`src/rtl/tmr_pkg.sv`:
```
package tmr_pkg;

  localparam int BUS_W = 16;
  localparam int PS_W  = 8;

  // register word indices (byte address / 4)
  localparam int REG_MODE = 0;
  localparam int REG_REF  = 1;
  localparam int REG_CAP  = 2;
  localparam int REG_CNT  = 3;
  localparam int REG_EVT  = 4;

  typedef enum logic [1:0] {
    CS_STOP  = 2'b00,
    CS_SYS   = 2'b01,
    CS_DIV16 = 2'b10,
    CS_EXT   = 2'b11
  } clk_src_e;

  typedef enum logic [1:0] {
    CE_OFF  = 2'b00,
    CE_RISE = 2'b01,
    CE_FALL = 2'b10,
    CE_BOTH = 2'b11
  } cap_edge_e;

  typedef struct packed {
    logic [PS_W-1:0] ps;
    logic [1:0]      cap_edge;
    logic            out_toggle;
    logic            ref_ie;
    logic            restart;
    logic [1:0]      clk_src;
    logic            run;
  } mode_t;

  function automatic logic edge_selected(input logic [1:0] code,
                                         input logic rise, input logic fall);
    case (code)
      CE_RISE: return rise;
      CE_FALL: return fall;
      CE_BOTH: return rise | fall;
      default: return 1'b0;
    endcase
  endfunction

endpackage

```
`src/rtl/tmr_sync_edge.sv`:
```
module tmr_sync_edge #(
  parameter int   STAGES  = 2,
  parameter logic RST_VAL = 1'b0
) (
  input  logic clk,
  input  logic rst_n,
  input  logic din,
  output logic rise,
  output logic fall
);

  logic [STAGES-1:0] chain;
  logic              prev;
  logic              level;

  genvar g;
  generate
    for (g = 0; g < STAGES; g++) begin : g_stage
      if (g == 0) begin : g_first
        always_ff @(posedge clk or negedge rst_n)
          if (!rst_n) chain[0] <= RST_VAL;
          else        chain[0] <= din;
      end else begin : g_next
        always_ff @(posedge clk or negedge rst_n)
          if (!rst_n) chain[g] <= RST_VAL;
          else        chain[g] <= chain[g-1];
      end
    end
  endgenerate

  assign level = chain[STAGES-1];

  always_ff @(posedge clk or negedge rst_n)
    if (!rst_n) prev <= RST_VAL;
    else        prev <= level;

  assign rise = level & ~prev;
  assign fall = ~level & prev;

  // a detected edge cannot repeat in the next cycle
  a_r7_single_edge: assert property (@(posedge clk) disable iff (!rst_n)
    (rise || fall) |=> !(rise && $past(rise)) && !(fall && $past(fall)));

endmodule

```
`src/rtl/tmr_tick_gen.sv`:
```
module tmr_tick_gen #(
  parameter int DIV_W = 4,
  parameter int PS_W  = tmr_pkg::PS_W
) (
  input  logic            clk,
  input  logic            rst_n,
  input  logic            run,
  input  logic [1:0]      clk_src,
  input  logic [PS_W-1:0] ps,
  input  logic            ext_fall,
  output logic            tick
);
  import tmr_pkg::*;

  logic [DIV_W-1:0] div_q;
  logic [PS_W-1:0]  pcnt_q;
  logic             div_pulse;
  logic             src_pulse;
  logic             presc_wrap;

  // prescaler reaches its terminal value; >= keeps it safe when ps shrinks
  function automatic logic presc_last(input logic [PS_W-1:0] c,
                                      input logic [PS_W-1:0] lim);
    return c >= lim;
  endfunction

  always_ff @(posedge clk or negedge rst_n)
    if (!rst_n)   div_q <= '0;
    else if (!run) div_q <= '0;
    else          div_q <= div_q + 1'b1;

  assign div_pulse = run && (div_q == {DIV_W{1'b1}});

  always_comb begin
    case (clk_src)
      CS_SYS:   src_pulse = run;
      CS_DIV16: src_pulse = div_pulse;
      CS_EXT:   src_pulse = run && ext_fall;
      default:  src_pulse = 1'b0;
    endcase
  end

  assign presc_wrap = presc_last(pcnt_q, ps);
  assign tick       = src_pulse && presc_wrap;

  always_ff @(posedge clk or negedge rst_n)
    if (!rst_n)         pcnt_q <= '0;
    else if (!run)      pcnt_q <= '0;
    else if (src_pulse) pcnt_q <= presc_wrap ? '0 : pcnt_q + 1'b1;

  // no tick leaves a stopped timer
  a_r4_idle_no_tick: assert property (@(posedge clk) disable iff (!rst_n)
    !run |-> !tick);
  // source code 00 never ticks
  a_r3_stop_no_tick: assert property (@(posedge clk) disable iff (!rst_n)
    (clk_src == CS_STOP) |-> !tick);
  // with divide-by-one the tick follows every running cycle
  a_r2_div_one: assert property (@(posedge clk) disable iff (!rst_n)
    (run && clk_src == CS_SYS && ps == '0) |-> tick);

endmodule

```
`src/rtl/tmr_core.sv`:
```
module tmr_core #(
  parameter int CNT_W = 16
) (
  input  logic             clk,
  input  logic             rst_n,
  input  logic             run,
  input  logic             tick,
  input  logic             cnt_clr,
  input  logic             restart,
  input  logic             out_toggle,
  input  logic [CNT_W-1:0] ref_val,
  output logic [CNT_W-1:0] count,
  output logic             ref_hit,
  output logic             tmr_out
);

  function automatic logic [CNT_W-1:0] next_count(input logic [CNT_W-1:0] c,
                                                  input logic wrap);
    return wrap ? '0 : c + 1'b1;
  endfunction

  assign ref_hit = tick && !cnt_clr && (count == ref_val);

  always_ff @(posedge clk or negedge rst_n)
    if (!rst_n)              count <= '0;
    else if (!run || cnt_clr) count <= '0;
    else if (tick)           count <= next_count(count, ref_hit && restart);

  always_ff @(posedge clk or negedge rst_n)
    if (!rst_n)           tmr_out <= 1'b1;
    else if (ref_hit)     tmr_out <= out_toggle ? ~tmr_out : 1'b0;
    else if (!out_toggle) tmr_out <= 1'b1;

  // restart mode returns to zero after a reference event
  a_r5_restart_zero: assert property (@(posedge clk) disable iff (!rst_n)
    (ref_hit && restart) |=> (count == '0));
  // free-run mode steps past the reference
  a_r5_free_step: assert property (@(posedge clk) disable iff (!rst_n)
    (ref_hit && !restart) |=> (count == $past(ref_val) + 1'b1));
  // a counter write leaves zero
  a_r10_clear_zero: assert property (@(posedge clk) disable iff (!rst_n)
    cnt_clr |=> (count == '0));
  // pulse mode drives low for one clock then releases
  a_r6_pulse_low: assert property (@(posedge clk) disable iff (!rst_n)
    (ref_hit && !out_toggle) |=> !tmr_out);
  a_r6_pulse_release: assert property (@(posedge clk) disable iff (!rst_n)
    (!out_toggle && !tmr_out && !ref_hit) |=> tmr_out);
  // toggle mode inverts on each event
  a_r6_toggle_flip: assert property (@(posedge clk) disable iff (!rst_n)
    (ref_hit && out_toggle) |=> (tmr_out != $past(tmr_out)));

endmodule

```
`src/rtl/tmr_regs.sv`:
```
module tmr_regs #(
  parameter int CNT_W  = 16,
  parameter int ADDR_W = 5
) (
  input  logic                      clk,
  input  logic                      rst_n,
  input  logic                      bus_sel,
  input  logic                      bus_we,
  input  logic [ADDR_W-1:0]         bus_addr,
  input  logic [tmr_pkg::BUS_W-1:0] bus_wdata,
  output logic [tmr_pkg::BUS_W-1:0] bus_rdata,
  input  logic [CNT_W-1:0]          count,
  input  logic                      ref_hit,
  input  logic                      cap_rise,
  input  logic                      cap_fall,
  output tmr_pkg::mode_t            mode,
  output logic [CNT_W-1:0]          ref_val,
  output logic                      cnt_clr,
  output logic                      irq
);
  import tmr_pkg::*;

  localparam int IDX_W = ADDR_W - 2;

  logic [IDX_W-1:0] idx;
  logic             aligned;
  logic             wr;
  logic             wr_evt;
  logic             cap_evt;
  logic [CNT_W-1:0] cap_q;
  logic             ref_flag;
  logic             cap_flag;

  assign idx     = bus_addr[ADDR_W-1:2];
  assign aligned = (bus_addr[1:0] == 2'b00);
  assign wr      = bus_sel && bus_we && aligned;
  assign wr_evt  = wr && (idx == IDX_W'(REG_EVT));
  assign cnt_clr = wr && (idx == IDX_W'(REG_CNT));
  assign cap_evt = edge_selected(mode.cap_edge, cap_rise, cap_fall);

  always_ff @(posedge clk or negedge rst_n)
    if (!rst_n) begin
      mode    <= '0;
      ref_val <= '0;
    end else if (wr) begin
      if (idx == IDX_W'(REG_MODE)) mode    <= mode_t'(bus_wdata);
      if (idx == IDX_W'(REG_REF))  ref_val <= bus_wdata[CNT_W-1:0];
    end

  always_ff @(posedge clk or negedge rst_n)
    if (!rst_n)       cap_q <= '0;
    else if (cap_evt) cap_q <= count;

  // event flags: a new event wins over a clearing write
  always_ff @(posedge clk or negedge rst_n)
    if (!rst_n) begin
      ref_flag <= 1'b0;
      cap_flag <= 1'b0;
    end else begin
      ref_flag <= ref_hit || (ref_flag && !(wr_evt && bus_wdata[1]));
      cap_flag <= cap_evt || (cap_flag && !(wr_evt && bus_wdata[0]));
    end

  assign irq = (ref_flag && mode.ref_ie) ||
               (cap_flag && (mode.cap_edge != CE_OFF));

  always_comb begin
    bus_rdata = '0;
    if (aligned) begin
      case (int'(idx))
        REG_MODE: bus_rdata = BUS_W'(mode);
        REG_REF:  bus_rdata = BUS_W'(ref_val);
        REG_CAP:  bus_rdata = BUS_W'(cap_q);
        REG_CNT:  bus_rdata = BUS_W'(count);
        REG_EVT:  bus_rdata = BUS_W'({ref_flag, cap_flag});
        default:  bus_rdata = '0;
      endcase
    end
  end

  // set beats clear on the same edge
  a_r9_ref_set_wins: assert property (@(posedge clk) disable iff (!rst_n)
    ref_hit |=> ref_flag);
  a_r9_cap_set_wins: assert property (@(posedge clk) disable iff (!rst_n)
    cap_evt |=> cap_flag);
  // a clearing write with no new event drops the flag
  a_r9_ref_clear: assert property (@(posedge clk) disable iff (!rst_n)
    (wr_evt && bus_wdata[1] && !ref_hit) |=> !ref_flag);
  // the capture register moves only on a capture event
  a_r7_cap_hold: assert property (@(posedge clk) disable iff (!rst_n)
    !cap_evt |=> $stable(cap_q));

endmodule

```
`src/rtl/gp_capture_timer.sv`:
```
module gp_capture_timer #(
  parameter int CNT_W       = 16,
  parameter int ADDR_W      = 5,
  parameter int DIV_W       = 4,
  parameter int SYNC_STAGES = 2
) (
  input  logic                      clk,
  input  logic                      rst_n,
  input  logic                      bus_sel,
  input  logic                      bus_we,
  input  logic [ADDR_W-1:0]         bus_addr,
  input  logic [tmr_pkg::BUS_W-1:0] bus_wdata,
  output logic [tmr_pkg::BUS_W-1:0] bus_rdata,
  input  logic                      ext_clk_in,
  input  logic                      cap_in,
  output logic                      tmr_out,
  output logic                      irq
);
  import tmr_pkg::*;

  mode_t            mode;
  logic [CNT_W-1:0] ref_val;
  logic [CNT_W-1:0] count;
  logic             cnt_clr;
  logic             ref_hit;
  logic             tick;
  logic             ext_rise;
  logic             ext_fall;
  logic             cap_rise;
  logic             cap_fall;

  tmr_sync_edge #(.STAGES(SYNC_STAGES), .RST_VAL(1'b1)) u_ext_sync (
    .clk(clk), .rst_n(rst_n), .din(ext_clk_in), .rise(ext_rise), .fall(ext_fall)
  );

  tmr_sync_edge #(.STAGES(SYNC_STAGES), .RST_VAL(1'b0)) u_cap_sync (
    .clk(clk), .rst_n(rst_n), .din(cap_in), .rise(cap_rise), .fall(cap_fall)
  );

  tmr_tick_gen #(.DIV_W(DIV_W), .PS_W(PS_W)) u_tick (
    .clk(clk), .rst_n(rst_n), .run(mode.run), .clk_src(mode.clk_src),
    .ps(mode.ps), .ext_fall(ext_fall), .tick(tick)
  );

  tmr_core #(.CNT_W(CNT_W)) u_core (
    .clk(clk), .rst_n(rst_n), .run(mode.run), .tick(tick), .cnt_clr(cnt_clr),
    .restart(mode.restart), .out_toggle(mode.out_toggle), .ref_val(ref_val),
    .count(count), .ref_hit(ref_hit), .tmr_out(tmr_out)
  );

  tmr_regs #(.CNT_W(CNT_W), .ADDR_W(ADDR_W)) u_regs (
    .clk(clk), .rst_n(rst_n), .bus_sel(bus_sel), .bus_we(bus_we),
    .bus_addr(bus_addr), .bus_wdata(bus_wdata), .bus_rdata(bus_rdata),
    .count(count), .ref_hit(ref_hit), .cap_rise(cap_rise), .cap_fall(cap_fall),
    .mode(mode), .ref_val(ref_val), .cnt_clr(cnt_clr), .irq(irq)
  );

  // an external rising edge never counts on its own
  a_r3_ext_rise_only: assert property (@(posedge clk) disable iff (!rst_n)
    (mode.clk_src == CS_EXT && ext_rise) |-> !tick);

endmodule

```
`config.mk`:
```
export PLATFORM = sky130hd
export DESIGN_NAME = gp_capture_timer
export DESIGN_NICKNAME = d
export VERILOG_FILES = /design/src/rtl/tmr_pkg.sv /design/src/rtl/tmr_sync_edge.sv /design/src/rtl/tmr_tick_gen.sv /design/src/rtl/tmr_core.sv /design/src/rtl/tmr_regs.sv /design/src/rtl/gp_capture_timer.sv
export SDC_FILE = /design/constraint.sdc
export NUM_CORES = 1
export LEC_CHECK = 0
export ABC_AREA = 1
export CAP_MARGIN = 5
export CELL_PAD_IN_SITES_DETAIL_PLACEMENT = 1
export CELL_PAD_IN_SITES_GLOBAL_PLACEMENT = 2
export CORE_ASPECT_RATIO = 0.5
export CORE_MARGIN = 8
export CORE_UTILIZATION = 35
export CTS_BUF_LIST = sky130_fd_sc_hd__clkbuf_8
export DETAILED_ROUTE_END_ITERATION = 7
export PLACE_DENSITY = 0.91
export SLEW_MARGIN = 15
export SYNTH_ARGS = -nofsm -noshare
export SYNTH_HDL_FRONTEND = slang
export SYNTH_SLANG_ARGS = --single-unit
```
`constraint.sdc`:
```
create_clock -name clk -period 1.9 [get_ports clk]
set_input_delay 0.19 -clock clk [delete_from_list [all_inputs] [get_ports clk]]
set_output_delay 0.19 -clock clk [all_outputs]
set_load 0.03 [all_outputs]
```
==> reports/qor.csv <==
metric,value,unit
power.leakage,2.96,nW
antenna_found_initial,0,
die_area,17400,um^2
rsz0062_at_grt,true,
relSlewSlack,0.614,
io_pins,45,
dr_total_vias,4475,
avgSynthCellArea,7.66,um^2
coreArea,12800,um^2
htreeDepth,3,
root_buffer,clkbuf_8,
ff2ff_path_depth,11,
synth_edf_count,0,
antenna_cells,0,
start_kind,flop,
rows,29,
nets,744,
ys.flop_type,dfrtp_1,
violations,setup timing,
status,finished with violations,
max-vdd-ir-drop,0.388,mV
yosys-top-cells-count,"171 x nand2_1, 85 x inv_1, 81 x dfrtp_1",
endpoint,u_core.count[1],
gp_congestion,0.826,
insertion_delay,380,ps
cts_buffer_depth,2,
end_kind,flop,
r2r_slack,-20,ps
rr_endpoint,u_core.count[1],
drt-total-wl,15.6,mm
maxCapViolations,0,
avgViaCountPerCell,5.09,
ant_nets,0,
hold_viol,0,
max_freq,0.521,GHz
netlist_area,4640,um^2
synthTopCellsByArea,"dfrtp_1 44%, nand2_1 14%, inv_1 6.9%",
criticalPathCategory,flop to flop,
syn_nets,646,
syn_to_final_growth,31.2,%
tightest_slew,579,ps
overflow,0,
yosysWarnings,0,
synth.yosys.seq_area_share,0.459,
fin_crit_sh,1.01,
die_h,97.4,um
start_util,0.362,
async_reset_ff_frac,1.00,
hp-class,input pin to flop,
post_synth_num_cell_types,36,
timing.rr.start,u_regs.mode[8],
finalInstanceArea,6090,um^2
drive_gt1_frac,0.199,
grt_usage,0.177,
setup_slack,-19.5,ps
cp_max_fo,6,
drtIter0Drc,256,
synth_top_area_frac,0.437,
setup-violations-final,4,
first_global_vias,4527,
slew_violations,0,
ys_ff_latch,85,
die_w,179,um
period_needed,1920,ps
worstSetupStartpoint,u_regs.mode[8],
io_buffers,44,
cts_inserted_buffers,9,
synth_cells,606,
wire_per_inst,17.8,um
synth.most_common_cell,nand2_1,
critical_path_required,2160,ps
finalClockSkew,15.6,ps
grt_max_degree,41,
drcViolationCount,0,
postPlaceCellArea,5610,um^2
path_clk_slew,90,ps
dp_hpwl,11.3,mm
clock-sinks,85,
fin_setup_tns,-54.8,ps
grt_pass1_wl,24.2,mm
power.density,689,nW/um^2
first_pass_iters,5,
yosysTopAreaCell,dfrtp_1,
crit_arrival,2180,ps
cts_tree,done,
kinds of logic (layout without fill, tap and decap cells):
kind of cell / Yosys count / count (layout) / synth area share
AOI/OAI and AO/OA: 105 / 105 / 0.132
DFF: 85 / 85 / 0.459
and+or+nand+nor: 284 / 287 / 0.261
xor gates and xnor gates: 12 / 12 / 0.0226
buffers and inverters: 107 / 207 / 0.0903
adders and majority gates: 13 / 13 / 0.0350
report_power, final:
| group | switching [mW] | internal, mW |
|---|---|---|
| sequential | 0.115 | 1.91 |
| combinational | 0.520 | 0.313 |
| clock | 0.727 | 0.604 |
timing repair:
item	4_1_cts	5_1_grt
gates cloned	2	2
endpoints found under the hold margin	34	0
hold buffers	1	0
gates resized for setup	13	39
setup endpoints to repair	28	33
pin swaps	2	14
setup buffers	0	4
metal layers:
metal  GRT usage  wire [um]  vias to the layer above
met4      0.0392        178                        0
li1            -          -                     2156
met2       0.266       7170                       92
met3      0.0396        886                       18
met5           0          0                        -
met1       0.252       7380                     2209
critical path, cell delays in order (launching register included):
cell	delay (ps)
dfrtp_1	430
ha_1	310
nand2_2	60
nor2_2	120
nor2_1	60
nand2_1	70
nand2_2	80
a21oi_4	240
nand3_4	180
buf_6	160
nand4_1	60
nand2_1	50
cells in the final DEF, fill, tap and decap left out, types with 6 or more instances in the layout:
cell	n
a21oi_1	16
a221oi_1	7
buf_4	66
clkbuf_8	9
clkdlybuf4s50_1	24
dfrtp_1	80
ha_1	11
inv_1	83
inv_2	6
nand2_1	165
nand3_1	41
nand4_1	8
nor2_1	42
nor2_2	7
o21ai_0	61
xor2_1	9
cell type report:
type                       count  area, um^2
clock buffer                   9         124
clock inverter                 7        67.6
fill                        1587        6720
inverter                      88         333
multi-input combinational    417        2320
sequential                    85        2130
tap                          170         213
timing repair buffer         103         893
sequential cells by signal (all words and copies together) (netlist names), 4 cells and up:
| signal | flops |
|---|---|
| u_regs.mode | 16 |
| u_core.count | 16 |
| u_regs.cap_q | 16 |
| u_tick.pcnt_q | 8 |
| u_tick.div_q | 4 |
| u_regs.ref_val | 16 |
through the flow:
| step | hold WS [ps] | utilization | instances | setup WS (ps) | power [mW] |
|---|---|---|---|---|---|
| 2_1_floorplan | -106 | - | 606 | 201 | 2.41 |
| 6_report | 229 | 0.475 | 879 | -19.5 | 4.19 |
| 3_5_place_dp | 216 | 0.438 | 854 | -68.0 | 2.78 |
| 3_3_place_gp | 215 | 0.438 | 854 | -51.3 | 2.75 |
| 4_1_cts | 220 | 0.458 | 873 | 7.40 | 4.13 |
| 5_1_grt | 233 | 0.475 | 879 | -177 | 4.40 |
worst min path at each step:
| stage | startpoint | end | cells after the start |
|---|---|---|---|
| after floorplan | rst_n | u_cap_sync.chain[0] | 0 |
| after global placement | rst_n | u_cap_sync.level | 1 |
| after detailed placement | rst_n | u_cap_sync.chain[0] | 1 |
| after CTS | ext_clk_in | u_ext_sync.chain[0] | 1 |
| after global routing | ext_clk_in | u_ext_sync.chain[0] | 1 |
| final | ext_clk_in | u_ext_sync.chain[0] | 1 |
Note: power is estimated with default switching activity, not from simulation.
